### src/rtl/accel_ctl_pkg.sv
package accel_ctl_pkg;
    localparam int DATA_W     = 32;
    localparam int NUM_GROUPS = 4;
    localparam int NUM_WORDS  = NUM_GROUPS * 2;
    localparam int CMD_COUNT  = 9;

    localparam int EV_PWR_ONE  = 8;
    localparam int EV_PWR_ALL  = 9;
    localparam int EV_SAMPLE   = 16;
    localparam int EV_CLEAN    = 17;
    localparam int EV_RESET    = 18;

    localparam logic [DATA_W-1:0] EV_IMPL =
        (DATA_W'(1) << EV_PWR_ONE) | (DATA_W'(1) << EV_PWR_ALL) |
        (DATA_W'(1) << EV_SAMPLE)  | (DATA_W'(1) << EV_CLEAN)   |
        (DATA_W'(1) << EV_RESET);

    typedef enum logic [3:0] {
        CMD_NOP      = 4'd0,
        CMD_SRST     = 4'd1,
        CMD_HRST     = 4'd2,
        CMD_CNT_CLR  = 4'd3,
        CMD_CNT_SMP  = 4'd4,
        CMD_CYC_GO   = 4'd5,
        CMD_CYC_HALT = 4'd6,
        CMD_CLEAN    = 4'd7,
        CMD_CLEAN_IV = 4'd8
    } cmd_e;

    typedef struct packed {
        logic [NUM_WORDS-1:0][DATA_W-1:0] ready;
        logic [DATA_W-1:0]                raw;
        logic [DATA_W-1:0]                mask;
        logic [DATA_W-1:0]                rdata;
    } ctl_state_t;
endpackage

### src/rtl/accel_cmd_decode.sv
module accel_cmd_decode
    import accel_ctl_pkg::*;
(
    input  logic              valid,
    input  logic [DATA_W-1:0] code,
    output logic              do_reset,
    output logic [DATA_W-1:0] events
);
    always_comb begin
        do_reset = 1'b0;
        events   = '0;
        if (valid && (code < DATA_W'(CMD_COUNT))) begin
            case (cmd_e'(code[3:0]))
                CMD_SRST, CMD_HRST: begin
                    do_reset = 1'b1;
                    events[EV_RESET] = 1'b1;
                end
                CMD_CNT_SMP:            events[EV_SAMPLE] = 1'b1;
                CMD_CLEAN, CMD_CLEAN_IV: events[EV_CLEAN] = 1'b1;
                default: ;
            endcase
        end
    end
endmodule

### src/rtl/accel_pwr_word.sv
module accel_pwr_word
    import accel_ctl_pkg::*;
(
    input  logic [DATA_W-1:0] cur,
    input  logic [DATA_W-1:0] present,
    input  logic [DATA_W-1:0] wdata,
    input  logic              on_hit,
    input  logic              off_hit,
    output logic [DATA_W-1:0] nxt
);
    always_comb begin
        nxt = cur;
        if (on_hit)  nxt = cur | (wdata & present);
        if (off_hit) nxt = cur & ~wdata;
    end
endmodule

### src/rtl/accel_ctl_regs.sv
module accel_ctl_regs
    import accel_ctl_pkg::*;
#(
    parameter int          ADDR_W         = 6,
    parameter logic [63:0] SHADER_PRESENT = 64'hF,
    parameter logic [63:0] TILER_PRESENT  = 64'h1,
    parameter logic [63:0] L2_PRESENT     = 64'h1,
    parameter logic [63:0] L3_PRESENT     = 64'h0
) (
    input  logic              clk,
    input  logic              rst_n,
    input  logic              wr_en,
    input  logic              rd_en,
    input  logic [ADDR_W-1:0] addr,
    input  logic [DATA_W-1:0] wdata,
    output logic [DATA_W-1:0] rdata,
    output logic              irq
);
    localparam int REGION_W = ADDR_W - 3;
    localparam logic [REGION_W-1:0] RG_CTRL = REGION_W'(0);
    localparam logic [REGION_W-1:0] RG_PRES = REGION_W'(2);
    localparam logic [REGION_W-1:0] RG_RDY  = REGION_W'(3);
    localparam logic [REGION_W-1:0] RG_ON   = REGION_W'(4);
    localparam logic [REGION_W-1:0] RG_OFF  = REGION_W'(5);
    localparam logic [2:0] CW_RAW  = 3'd0;
    localparam logic [2:0] CW_CLR  = 3'd1;
    localparam logic [2:0] CW_MASK = 3'd2;
    localparam logic [2:0] CW_STAT = 3'd3;
    localparam logic [2:0] CW_CMD  = 3'd4;
    localparam logic [NUM_WORDS-1:0][DATA_W-1:0] PRES =
        {L3_PRESENT, L2_PRESENT, TILER_PRESENT, SHADER_PRESENT};

    ctl_state_t st_d, st_q;

    logic [REGION_W-1:0] region;
    logic [2:0]          idx;
    logic                ctrl_wr, cmd_do_reset;
    logic [DATA_W-1:0]   cmd_events;
    logic [NUM_WORDS-1:0] on_hit, off_hit;
    logic [NUM_WORDS-1:0][DATA_W-1:0] ready_nxt;

    assign region  = addr[ADDR_W-1:3];
    assign idx     = addr[2:0];
    assign ctrl_wr = wr_en && (region == RG_CTRL);

    accel_cmd_decode u_cmd (
        .valid    (ctrl_wr && (idx == CW_CMD)),
        .code     (wdata),
        .do_reset (cmd_do_reset),
        .events   (cmd_events)
    );

    for (genvar w = 0; w < NUM_WORDS; w++) begin : g_word
        assign on_hit[w]  = wr_en && (region == RG_ON)  && (idx == 3'(w));
        assign off_hit[w] = wr_en && (region == RG_OFF) && (idx == 3'(w));
        accel_pwr_word u_pwr (
            .cur     (st_q.ready[w]),
            .present (PRES[w]),
            .wdata   (wdata),
            .on_hit  (on_hit[w]),
            .off_hit (off_hit[w]),
            .nxt     (ready_nxt[w])
        );
    end

    always_comb begin
        logic [DATA_W-1:0] rd_mux;
        logic [DATA_W-1:0] pwr_ev;
        st_d  = st_q;
        st_d.ready = ready_nxt;
        pwr_ev = '0;
        if ((on_hit | off_hit) != '0) begin
            pwr_ev[EV_PWR_ONE] = 1'b1;
            pwr_ev[EV_PWR_ALL] = 1'b1;
        end
        if (ctrl_wr && (idx == CW_CLR))  st_d.raw  = st_q.raw & ~wdata;
        if (ctrl_wr && (idx == CW_MASK)) st_d.mask = wdata & EV_IMPL;
        st_d.raw = st_d.raw | pwr_ev | cmd_events;
        if (cmd_do_reset) begin
            st_d.ready = '0;
            st_d.mask  = '0;
            st_d.raw   = cmd_events;
        end

        rd_mux = '0;
        case (region)
            RG_CTRL: begin
                case (idx)
                    CW_RAW:  rd_mux = st_q.raw;
                    CW_MASK: rd_mux = st_q.mask;
                    CW_STAT: rd_mux = st_q.raw & st_q.mask;
                    default: rd_mux = '0;
                endcase
            end
            RG_PRES: rd_mux = PRES[idx];
            RG_RDY:  rd_mux = st_q.ready[idx];
            default: rd_mux = '0;
        endcase
        if (rd_en) st_d.rdata = rd_mux;
    end

    always_ff @(posedge clk or negedge rst_n) begin
        if (!rst_n) st_q <= '0;
        else        st_q <= st_d;
    end

    assign rdata = st_q.rdata;
    assign irq   = |(st_q.raw & st_q.mask);
endmodule

### config.mk
export PLATFORM = sky130hd
export DESIGN_NAME = accel_ctl_regs
export DESIGN_NICKNAME = d
export VERILOG_FILES = /design/src/rtl/accel_ctl_pkg.sv /design/src/rtl/accel_cmd_decode.sv /design/src/rtl/accel_pwr_word.sv /design/src/rtl/accel_ctl_regs.sv
export SDC_FILE = /design/constraint.sdc
export NUM_CORES = 1
export LEC_CHECK = 0
export BUFFER_PORTS_ARGS = -buffer_cell sky130_fd_sc_hd__buf_2
export CAP_MARGIN = 0
export CORE_MARGIN = 2
export CORE_UTILIZATION = 66
export DETAILED_ROUTE_END_ITERATION = 6
export HOLD_SLACK_MARGIN = 0.15
export PLACE_DENSITY = 0.88
export RECOVER_POWER = 25
export SLEW_MARGIN = 20
export SYNTH_ARGS = -nofsm -noshare
export SYNTH_HDL_FRONTEND = slang
export SYNTH_SLANG_ARGS = --single-unit
### constraint.sdc
create_clock -name clk -period 2.6 [get_ports clk]
set_input_delay 0.39 -clock clk [delete_from_list [all_inputs] [get_ports clk]]
set_output_delay 0.39 -clock clk [all_outputs]
set_load 0.02 [all_outputs]
* After elaboration in Yosys (flattened, before gate mapping)
Memories as Yosys holds them, arrays and structs flattened. Cells that the tools add are included.
Operators by class: add/subtract/negate cells 0, $mul 0, div/mod/pow operators 0, order comparisons 2, equality and inequality tests 16, shift operators 0, multiplexer cells 25, bitwise logic cells 17, reduce and logical (&&, ||, !) cells 38
Operators with widths (count):
- 32-bit 2-to-1 mux | 15
- 32-bit bitwise AND | 10
- 320-bit 2-to-1 mux | 1
- 32-bit one-hot mux with 3 select lines | 2
- 32-bit binary-select mux with 3-bit select | 1
- 32-bit by 1-bit OR with 32-bit output | 2
- 32-bit by 4-bit < comparator with 1-bit output (second input constant) | 1
- 32-bit NOT | 1
- 32-bit by 10-bit OR with 32-bit output | 1
- 32-bit by 19-bit OR with 32-bit output | 1
- 32-bit by 4-bit OR with 32-bit output | 1
- 32-bit OR reduction | 1
- 1-bit logical AND | 23
- 3-bit == test (second input constant) | 6
- 3-bit by 2-bit == test with 1-bit output (second input constant) | 4
- 2-bit nonzero test | 6
- 3-bit nonzero test | 3
- 4-bit by 3-bit == test with 1-bit output (second input constant) | 2
- 8-bit OR | 1
- 8-bit nonzero test | 1
- 3-bit logical NOT | 2
- 4-bit by 1-bit == test with 1-bit output (second input constant) | 1
- 4-bit by 2-bit == test with 1-bit output (second input constant) | 1
- 4-bit == test (second input constant) | 1
- other kinds (6) | 10
Storage, ports and cells: flip-flop bits (word level) 352, bits in latches 0, memory bits (writable) 0, memory bits (read-only) 256, bits of input ports 42, memories kept 1
Memory list:
- (name not given) | words 8, bits a word 32, rd ports 1, clocked after memory_dff 0, wr ports 0, line accel_ctl_regs.sv:95 | RG_PRES: rd_mux = PRES[idx];

* Depth between registers and ports, before layout
Gate-level depths: netlist (run 1).
depth after elaboration 9, mapped depth 8

* Cells and area by module
Synthesis (run 1) repeated with hierarchy kept, for this count alone.
Second synthesis, totals: cell total of the unflattened synthesis 1656, area, all modules 17083.9 um2
By module, submodules not included:
- accel_ctl_regs | instances 1, cells an instance 1046, area each 13457.9 um2, seq. area each 8132.8 um2
- accel_pwr_word | instances 8, cells an instance 70, area each 409.1 um2, seq. area each 0.0 um2
- accel_cmd_decode | instances 1, cells an instance 50, area each 352.8 um2, seq. area each 0.0 um2

* Worst setup path before layout (run 1)
No wires, ideal clock.
kind in2reg, start input port addr[0], end register st_q, in the netlist rdata[19], setup time 0.126 ns, arrival 1.766 ns, required time 2.474 ns, slack 0.708 ns, stages on the path 7, buffers on the path 3, cell sequence buf_2 buf_6 buf_6 mux4_2 nand2_1 a21oi_1 a221o_1
On the way: cells in the longest elaborated chain, start to end 3, elaborated cells on any way between the ends 9, those cells by class eq/ne (2); mux (5); reduce/logical (1); memory (1)
RTL lines:
- start, declared | line accel_ctl_regs.sv:14 | input logic [ADDR_W-1:0] addr,
- memory 8 x 32 bit, or another cell as far along
- 32-bit 2-to-1 mux (implied by the code), or another cell as far along | line accel_ctl_regs.sv:95
- 32-bit one-hot mux with 3 select lines (*) | line accel_ctl_regs.sv:86 | case (region)
- end signal, assigned | line accel_ctl_regs.sv:104 | else st_q <= st_d;
- end, declared | line accel_ctl_regs.sv:33 | ctl_state_t st_d, st_q;
Mark *: on every way between the ends. The rest lies on a longest branch, timed or not. The select of a mux whose other input is x is not followed. A chain may end at the register's enable or synchronous reset.

* Final worst setup path (run 1)
start register st_q[80] (netlist name), end output port irq
On the way: cells in the longest elaborated chain, start to end 2
RTL lines:
- 32-bit bitwise AND | line accel_ctl_regs.sv:108 | assign irq = |(st_q.raw & st_q.mask);
- 32-bit OR reduction | line accel_ctl_regs.sv:108
- end, declared | line accel_ctl_regs.sv:17 | output logic irq
No other way between the ends.

==> summary.md, run 1 <==
| Metric | Value |
|---|---|
| Final Wtd Congestion | 0.931 |
| Top-area cell type share of the netlist area | 0.559 |
| Leak pwr | 0.00834 µW |
| Yosys reg bits | 325 |
| Setup CP Type | flip-flop to primary output |
| Commonest non-fill, non-tap cell in the layout | dfrtp_1 |
| HPWL after DPL | 23900 µm |
| Clock network power share | 0.480 |
| Post-Route WL | 41300 µm |
| Drt drc | 0 |
| Max H-tree Level | 2 |
| Worst rel slew slack | 0.137 |
| Via count | 11.6k |
| Worst setup EP type | primary output |
| Avg Inst Size Synth | 10.6 µm² |
| Bufs on Longest Clock Path | 3 |
| RSZ-0062 raised after global routing | false |
| Top FF cell, synth | dfrtp_1 |
| Yosys cell types | 48 |
| Core Region | 0.0218 mm² |
| Reg clk slew, reported paths | 60 ps |
| Mapped Nets | 1409 |
| Overflow after GRT | 0 |
| Pre-antenna DRT Iters | 6 |
| Clk Latency, worst-skew pair | 530 ps |
| Design area | 0.0163 mm² |
| Minimum clock period | 2190 ps |
| Largest net degree at the start of global routing | 105 |
| Switching Share | 0.227 |
| Final core occ | 0.748 |
| CTS tree | yes |
| IO buf count | 74 |
| Chip Width | 152 µm |
| Final Skew | 19.7 ps |
| R2R setup slack | 1070 ps |
| CP required | 2210 ps |
| First-pass GRT wire length | 66500 µm |
| Area of the die | 0.0233 mm² |
| Antenna violations before repair | 1 |
| Num CTS Buffers | 34 |
| Antenna-violating nets left | 0 |
| Post-Syn Instances | 1367 |
| Post-synth EDFFs | 0 |
| Root buffer cell | clkbuf_16 |
| Ports | 75 |
| Routed length per instance | 24.3 µm |
| Netlist Area Pre-Place | 0.0146 mm² |
| CTS sink cnt | 325 |
| Sequential share of the synthesized area | 0.559 |
| Setup tns final | 0 ps |
| DR vias/cell | 6.85 |
| Internal power | 8440 µW |
| Hold_ws | 209 ps |
| # setup viols final | 0 |
| DR iter-0 viols | 1626 |
| Switching pwr | 2480 µW |
| Cell Area, Placed | 0.0151 mm² |
| Synth Warn # | 0 |
| F_max | 456 MHz |
| Nets | 1434 |
| Row count | 54 |
| Area delta synth->final | 11.9% |
| Die Span Y | 152 µm |
| Layout cells sized above 1 | 0.180 |
| Worst VDD drop | 0.415 mV |
| Worst Max-Slew Pin Slew | 1290 ps |
| Max FO, Critical Path | 4 |
| Final Hold Fails | 0 |
| Async set-reset flop share out of synthesis | 1.00 |
| Seq pwr share | 0.468 |
| Status | completed |
| MaxCap Viol Count | 0 |
| Most frequent cells in the layout | dfrtp_1 (325), nand2_1 (195), nor2_1 (176), o21ai_0 (159), and3_1 (130) |
| Type of the tightest min-delay check | input pin to flip-flop |
| CP Launch Type | flip-flop |
| Ranking of synthesized cells by area | dfrtp_1 (56%), mux4_2 (9.3%), and3_1 (5.6%), o21ai_0 (5.5%), nand2_1 (5.0%) |
| Critical Path AT | 1800 ps |
| Tot GR Track Use | 0.363 |
| Starting Density | 0.669 |
| Number of global-route vias before repair | 12.2k |
| Fin crit share | 0.843 |
| Comb pwr share | 0.052 |
| PwrDens | 671 mW/mm² |
| Synth area leader | dfrtp_1 |
| Slew Viols, Final | 0 |
[power groups by stage]
stage                     Sequential [µW]  Clock [µW]  Combinational (µW)
after global placement               5200           0                 536
after CTS                            5110        5260                 561
after detailed placement             5200           0                 548
after global routing                 5110        5450                 611
final                                5110        5240                 568
after floorplan                      5190           0                 253
[critical path, cell delays in order (launching register included)]
cell	delay (ps)
dfrtp_1	420
a222oi_1	450
nand2_1	210
buf_2	210
[kinds of logic (layout without fill, tap and decap cells)]
logic type                count (synthesis)  count (layout)  share of synthesized area
buffers and inverters                   170             220                     0.0633
and+or+nand+nor                         556             556                      0.178
other                                     0               1                          0
xor gates and xnor gates                  1               1                   0.000602
muxes                                    76              76                      0.104
AOI/OAI and AO/OA                       239             239                     0.0945
DFF                                     325             325                      0.559
[state kept, by name, summed over array words and instances, names as in the netlist]
signal,count
rdata,32
st_q,293
[synthesized netlist by cell type (2+ instances only)]
cell	n
a21oi_1	39
a221o_1	31
nand4_1	2
inv_1	36
clkbuf_1	50
buf_2	23
and3_1	130
clkbuf_2	2
buf_1	2
nor4_1	9
nor3_1	2
and4_1	2
nand3_1	18
nor3b_1	2
buf_4	47
or4_4	2
o22ai_1	4
buf_6	10
nand2_1	195
mux2_2	4
mux2i_1	12
mux4_2	60
nor2_1	176
and2_1	2
o21ai_0	159
dfrtp_1	325
nor4_2	2
[final timing paths]
kind	startpoint	endpoint	cells past startpoint
max	st_q[80]	irq	3
min	wdata[16]	st_q[48]	3
max reg2reg	st_q[253]	rdata[29]	4
min reg2reg	st_q[91]	rdata[27]	1
max in group asynchronous	rst_n	st_q[86]	3
min in group asynchronous	rst_n	rdata[6]	2
[layout make-up]
type	count	area, µm²
well taps	280	350
clock inverters	17	210
fillers	1230	5470
diodes	1	2.50
repair buffers	123	936
inverters	36	135
flip-flops and latches	325	8130
multi-input cells	872	5520
clock buffers	44	992
[routing by layer]
layer | global-route usage | part of all wire | vias to the layer above
met5 | 0 | 0 | -
met4 | 0.176 | 0.049 | 0
met3 | 0.104 | 0.13 | 217
met2 | 0.553 | 0.46 | 1001
met1 | 0.489 | 0.36 | 5656
li1 | - | - | 4763
[metrics by stage]
step	setup slack, ps	cells	power (µW)
5_1_grt	227	1698	11200
2_1_floorplan	708	1367	5450
3_3_place_gp	231	1635	5730
4_1_cts	449	1697	10900
6_report	409	1698	10900
3_5_place_dp	200	1635	5750
[what timing repair did]
item                      in CTS  in global routing
gates resized for setup        0                  0
buffers inserted               0                  0
hold endpoints to repair      83                  0
hold buffers                   1                  0
Note: power is estimated with default switching activity, not from simulation.
==> inputs of run 2 (changes only) <==
--- a/config.mk
+++ b/config.mk
@@ -5,13 +5,14 @@
 export SDC_FILE = /design/constraint.sdc
 export NUM_CORES = 1
 export LEC_CHECK = 0
+export ABC_AREA = 1
 export BUFFER_PORTS_ARGS = -buffer_cell sky130_fd_sc_hd__buf_2
 export CAP_MARGIN = 0
 export CORE_MARGIN = 2
-export CORE_UTILIZATION = 66
+export CORE_UTILIZATION = 62
 export DETAILED_ROUTE_END_ITERATION = 6
 export HOLD_SLACK_MARGIN = 0.15
-export PLACE_DENSITY = 0.88
+export PLACE_DENSITY = 0.83
 export RECOVER_POWER = 25
 export SLEW_MARGIN = 20
 export SYNTH_ARGS = -nofsm -noshare
==> constraint.sdc (replaced) <==
create_clock -name clk -period 2.28 [get_ports clk]
set_input_delay 0.342 -clock clk [delete_from_list [all_inputs] [get_ports clk]]
set_output_delay 0.342 -clock clk [all_outputs]
set_load 0.02 [all_outputs]
==> summary.md, run 2 <==
| Metric | Value |
|---|---|
| Pre-antenna DRT Iters | 7 (+1) |
| Largest net degree at the start of global routing | 100 (-4.8%) |
| Worst rel slew slack | 0.279 (+0.142) |
| # setup viols final | 0 (unchanged) |
| Bufs on Longest Clock Path | 3 (unchanged) |
| Avg Inst Size Synth | 7.39 µm² (-31%) |
| Commonest non-fill, non-tap cell in the layout | nand2_1 |
| Tot GR Track Use | 0.329 (-0.0340) |
| Via count | 15.0k (+29%) |
| Routed length per instance | 17.2 µm (-29%) |
| Ports | 75 (unchanged) |
| Num CTS Buffers | 36 (+5.9%) |
| R2R setup slack | 1040 ps (-30 ps) |
| Worst setup EP type | flip-flop |
| Drt drc | 2 (+2) |
| Synth Area in Simple Gates | 0.261 (+0.0823) |
| Failing checks | DRC |
| CTS tree | yes |
| CP required | 2690 ps (+480 ps) |
| Nets | 2348 (+64%) |
| Max reg flops | 293 (unchanged) |
| Synth area leader | dfrtp_1 |
| IO buf count | 74 (unchanged) |
| Overflow after GRT | 0 (unchanged) |
| Core Region | 0.0270 mm² (+24%) |
| Status | complete, but fails checks |
| F_max | 461 MHz |
| Reg-to-Reg Start | st_q[303] |
| Starting Density | 0.631 (-0.0378) |
| Slew Viols, Final | 0 (unchanged) |
| Critical Path AT | 2580 ps (+780 ps) |
| Clk Latency, worst-skew pair | 520 ps (about the same) |
| Area of the die | 0.0288 mm² (+24%) |
| CTS sink cnt | 325 (unchanged) |
| Netlist Area Pre-Place | 0.0170 mm² (+17%) |
| RSZ-0062 raised after global routing | false |
| Top-area cell type share of the netlist area | 0.478 (-0.0807) |
| Compound-Gate Fraction of Synth Area | 0.134 (+0.0398) |
| Synth Area in XOR/XNOR | 0 (-0.000602) |
| Min-delay src | wdata[5] |
| PwrDens | 675 mW/mm² (+0.66%) |
| Row count | 60 (+11%) |
| Area delta synth->final | 11.0% |
| Most frequent cell after synthesis | nand2_1 |
| MaxCap Viol Count | 0 (unchanged) |
| Final Skew | 10.8 ps (-8.91 ps) |
| Layout cells sized above 1 | 0.133 (-0.0466) |
| Post-CTS Setup Repair Bufs | 0 (unchanged) |
| Met2 routed WL | 20600 µm (+8.0%) |
| Antenna-violating nets left | 0 (unchanged) |
| Yosys reg bits | 325 (unchanged) |
| Hold depth | 4 (+1) |
| Fillers | 2094 (+70%) |
| Type of the tightest min-delay check | input pin to flip-flop |
| Top cells by count, synth | nand2_1 (959), dfrtp_1 (325), inv_1 (251) |
| Hold EP | st_q[133] |
| Most frequent cells in the layout | nand2_1 (959), dfrtp_1 (325), inv_1 (251), a21boi_0 (185), nand3_1 (115) |
| Worst VDD drop | 0.430 mV (+3.6%) |
| Number of global-route vias before repair | 14.6k (+20%) |
| Top FF cell, synth | dfrtp_1 |
| HPWL after DPL | 27000 µm (+13%) |
| Crit-path max cell delay | 530 ps (+80 ps) |
| Max H-tree Level | 2 (unchanged) |
| Multiplexer share of the synthesized area | 0 (-0.104) |
| Leak pwr | 0.0115 µW (+38%) |
| Pwr Total | 12700 µW (+17%) |
| Register area | 0.00813 mm² (unchanged) |
| Synth Warn # | 0 (unchanged) |
| Post-synth EDFFs | 0 (unchanged) |
| RR Endpoint | rdata[15] |
| DR top layer | met5 |
| Setup CP Type | input pin to flip-flop |
| Post-Route WL | 46100 µm (+12%) |
| Area of the multi-input gates | 0.00679 mm² (+23%) |
| Ranking of synthesized cells by area | dfrtp_1 (48%), nand2_1 (21%), a21boi_0 (8.2%), inv_1 (5.5%), nand3_1 (3.4%) |
| Largest family of logic cells by synthesized area | simple AND/OR/NAND/NOR gates |
| CP Launch Type | input pin |
| Sequential share of the synthesized area | 0.478 (-0.0807) |
| Most used cell, CP | nand2_1 |
| R2R cell count | 8 (+4) |
| DR vias/cell | 5.61 (-18%) |
| Chip Width | 170 µm (+11%) |
| Setup tns final | 0 ps (unchanged) |
| Reg clk slew, reported paths | 60 ps (about the same) |
| Root buffer cell | clkbuf_16 |
| Slowest stage cell on the critical path | dlygate4sd3_1 |
| Met1 wire length | 18800 µm (+26%) |
| Post-synthesis adder-cell area fraction | 0 (unchanged) |
| Max FO, Critical Path | 85 (+81) |
| DR iter-0 viols | 1760 (+8.2%) |
| Mapped Nets | 2342 (+66%) |
| Crit-path cells | dlygate4sd3_1 > buf_2 > nor2_1 > nand2_1 > nor2_1 > nand2_1 > nor2_4 > nand3_4 > buf_12 > nand2_1 > inv_1 |
| Fin crit share | 0.952 |
| Die Span Y | 170 µm (+11%) |
| Async set-reset flop share out of synthesis | 1.00 (unchanged) |
| Worst Max-Slew Pin Slew | 1080 ps (-213 ps) |
| Post-Syn Instances | 2300 (+68%) |
| Yosys cell types | 25 (-48%) |
| Antenna violations before repair | 2 (+1) |
| Minimum clock period | 2170 ps |
| First-pass GRT wire length | 75100 µm (+13%) |
| Metal3 WL | 5080 µm (-1.9%) |
| Reg with most FFs | st_q |
| Final Hold Fails | 0 (unchanged) |
| Final Wtd Congestion | 0.895 (-3.9%) |
==> run 2: changes by cell type after synthesis, moves of 60 or more <==
cell,change
a21boi_0,+185
a21boi_1,+60
and3_1,-130
inv_1,+215
inv_2,+91
mux4_2,-60
nand2_1,+764
nand3_1,+98
nor2_1,-152
o21ai_0,-116
==> run 2: repair_timing <==
action	in CTS	in global routing
hold endpoints to repair	57	0
gates resized for setup	0	1
endpoints found under the setup margin	0	35
hold buffers	2	0
==> run 2: worst max path at each step <==
stage               startpoint         to  slack (ps)  cells after the start
floorplan            wdata[21]  st_q[290]         690                     11
global placement     wdata[15]  st_q[140]         100                      8
detailed placement   wdata[15]   st_q[97]          50                      8
CTS                  wdata[22]  st_q[252]          90                     11
global route         wdata[22]  st_q[223]          50                     11
finish               wdata[22]  st_q[223]         110                     11
==> run 2: worst max-delay path: cells and delay by family <==
| kind | cells | cell delay (ps) |
|---|---|---|
| buffers and inverters | 4 | 1030 |
| and+or+nand+nor | 7 | 1170 |
==> run 2: final cells by class <==
class                   count  share of cell area
clock buffers              57              0.0588
repair buffers            148              0.0558
clock inverters             7             0.00391
multi-input cells        1452               0.360
well taps                 341              0.0226
flip-flops and latches    325               0.431
inverters                 343              0.0683
diodes                      2            0.000265
==> run 2: routing by layer <==
layer | up-vias | global-route usage
li1 | 6934 | -
met4 | 2 | 0.129
met5 | - | 0
met1 | 7068 | 0.460
met3 | 159 | 0.0634
met2 | 832 | 0.511
==> run 2: cell families after synthesis <==
group / count (synthesis)
AOI/OAI and AO/OA: 331
and+or+nand+nor: 1120
DFF: 325
buffers and inverters: 524
==> run 2: through the flow <==
stage	hold slack (ps)	worst slack (ps)	utilization	std cells	instance area [µm²]
4_1_cts	194	93.2	0.702	2672	18900
3_3_place_gp	341	96.8	0.658	2606	17700
2_1_floorplan	46.4	692	-	2300	17000
3_5_place_dp	344	51.8	0.658	2606	17700
5_1_grt	230	50.9	0.701	2674	18900
6_report	209	110	0.701	2675	18900
==> run 2: power breakdown <==
part / switching, µW / internal, µW / leakage (µW)
clock: 2330 / 3460 / 0.000587
combinational: 738 / 269 / 0.00652
sequential: 57.3 / 5890 / 0.00439
==> inputs of run 3 (changes only) <==
==> constraint.sdc (replaced) <==
create_clock -name clk -period 2.1 [get_ports clk]
set_input_delay 0.315 -clock clk [delete_from_list [all_inputs] [get_ports clk]]
set_output_delay 0.315 -clock clk [all_outputs]
set_load 0.02 [all_outputs]
==> summary.md, run 3 (synthesized netlist as in run 2, its figures left out) <==
| Metric | Value |
|---|---|
| # setup viols final | 0 (unchanged) |
| Final core occ | 0.699 (-0.00144) |
| CTS tree | yes |
| Routed length per instance | 16.9 µm (-1.8%) |
| Pre-antenna DRT Iters | 6 (-1) |
| Max FO, Critical Path | 4 (-95%) |
| Minimum clock period | 1900 ps |
| Most frequent cells in the layout | nand2_1 (959), dfrtp_1 (325), inv_1 (251), a21boi_0 (185), nand3_1 (115) |
| Worst setup margin | 202 ps (+92.8 ps) |
| Reg-to-Reg Start | st_q[140] |
| Die Span Y | 170 µm (unchanged) |
| Layout cells sized above 1 | 0.129 (-0.00448) |
| Max H-tree Level | 2 (unchanged) |
| Post-CTS Setup Repair Bufs | 0 (unchanged) |
| CTS sink cnt | 325 (unchanged) |
| DR iter-0 viols | 1733 (-1.5%) |
| Row count | 60 (unchanged) |
| Area of the multi-input gates | 0.00678 mm² (-0.22%) |
| Tot GR Track Use | 0.322 (-0.00703) |
| Final Wtd Congestion | 0.887 (-0.89%) |
| Via count | 14.9k (-0.74%) |
| RSZ-0062 raised after global routing | false |
| Number of global-route vias before repair | 14.2k (-2.7%) |
| Core Region | 0.0270 mm² (unchanged) |
| Worst rel slew slack | 0.381 (+0.102) |
| Bufs on Longest Clock Path | 3 (unchanged) |
| Status | completed |
| Worst setup EP type | primary output |
| Area of the die | 0.0288 mm² (unchanged) |
| Drt drc | 0 (-2) |
| RR Endpoint | rdata[12] |
| Count of hold-fix buffers inserted at cts | 1 (-1) |
| Post-Route WL | 45100 µm (-2.2%) |
| DR vias/cell | 5.59 (-0.26%) |
| Antenna-violating nets left | 0 (unchanged) |
| Nets | 2337 (-0.47%) |
| Slew Viols, Final | 0 (unchanged) |
| Critical Path AT | 1580 ps (-1000 ps) |
| CP required | 1780 ps (-910 ps) |
| Area delta synth->final | 10.8% |
| Largest net degree at the start of global routing | 132 (+32%) |
| IO buf count | 74 (unchanged) |
| Root buffer cell | clkbuf_16 |
| Commonest non-fill, non-tap cell in the layout | nand2_1 |
| Num CTS Buffers | 35 (-2.8%) |
| R2R cell count | 8 (unchanged) |
| Register area | 0.00813 mm² (unchanged) |
| Type of the tightest min-delay check | input pin to flip-flop |
| R2R setup slack | 890 ps (-150 ps) |
| MaxCap Viol Count | 0 (unchanged) |
| Overflow after GRT | 0 (unchanged) |
| Leak pwr | 0.0115 µW (-0.30%) |
| Starting Density | 0.631 (unchanged) |
| Setup tns final | 0 ps (unchanged) |
| Max reg flops | 293 (unchanged) |
| Fillers | 2049 (-2.1%) |
| Setup WS pre-CTS | 50.7 ps (-1.09 ps) |
| Reg clk slew, reported paths | 60 ps (about the same) |
| Min-delay src | wdata[0] |
| Ports | 75 (unchanged) |
| Crit. Startpoint | st_q[81] |
| Antenna violations before repair | 1 (-1) |
| Worst VDD drop | 0.531 mV (+23%) |
| Critical Path Sink | irq |
| PwrDens | 722 mW/mm² (+7.0%) |
| CTS-repair resized insts | 0 (unchanged) |
| Clk Latency, worst-skew pair | 520 ps (about the same) |
| HPWL after DPL | 26200 µm (-3.1%) |
| First-pass GRT wire length | 73300 µm (-2.4%) |
| Fin crit share | 0.904 |
| F_max | 527 MHz |
| Chip Width | 170 µm (unchanged) |
| Final Skew | 11.9 ps (+1.11 ps) |
| Worst Max-Slew Pin Slew | 928 ps (-153 ps) |
| Reg with most FFs | st_q |
| Setup CP Type | flip-flop to primary output |
| Final Hold Fails | 0 (unchanged) |
| CP Launch Type | flip-flop |
==> run 3: power by group <==
part           switching (µW)  internal (µW)  leakage, µW  total, µW
clock                    2460           3600     0.000557       6070
sequential               63.6           6390      0.00439       6460
combinational             786            301      0.00651       1090
==> run 3: area by class of cell <==
type / instances / area share
Sequential cell: 325 / 0.432
Multi-Input combinational cell: 1451 / 0.360
Inverter: 343 / 0.0684
Timing Repair Buffer: 139 / 0.0578
Clock buffer: 55 / 0.0564
Tap cell: 341 / 0.0226
Clock inverter: 7 / 0.00339
Antenna cell: 1 / 0.000133
==> run 3: worst min-delay path by stage <==
stage / end / depth (start not counted)
after global routing: st_q[288] / 4
after detailed placement: st_q[229] / 1
final: st_q[128] / 4
after global placement: st_q[261] / 1
after floorplan: rdata[0] / 0
after CTS: st_q[83] / 4
==> run 3: critical path: stages, from the launching register on <==
cell and delay (ps):
dfrtp_1 420, nand2_1 90, nand3_1 70, a221o_1 300, buf_2 180
==> run 3: stage by stage <==
| step | power [µW] | hold WS [ps] | cell area [µm²] | std cells |
|---|---|---|---|---|
| 2_1_floorplan | 7180 | 19.4 | 17000 | 2300 |
| 3_3_place_gp | 7600 | 270 | 17700 | 2598 |
| 3_5_place_dp | 7640 | 271 | 17700 | 2598 |
| 4_1_cts | 13700 | 173 | 18900 | 2661 |
| 5_1_grt | 14100 | 189 | 18800 | 2661 |
| 6_report | 13600 | 194 | 18800 | 2662 |
==> run 3: per-layer routing <==
metal | routed length (µm) | part of all wire | up-vias | GRT usage
met5 | 0 | 0 | - | 0
met4 | 1540 | 0.034 | 0 | 0.129
met3 | 4540 | 0.10 | 140 | 0.0606
met2 | 20400 | 0.45 | 768 | 0.501
met1 | 18600 | 0.41 | 7060 | 0.449
li1 | - | - | 6916 | -
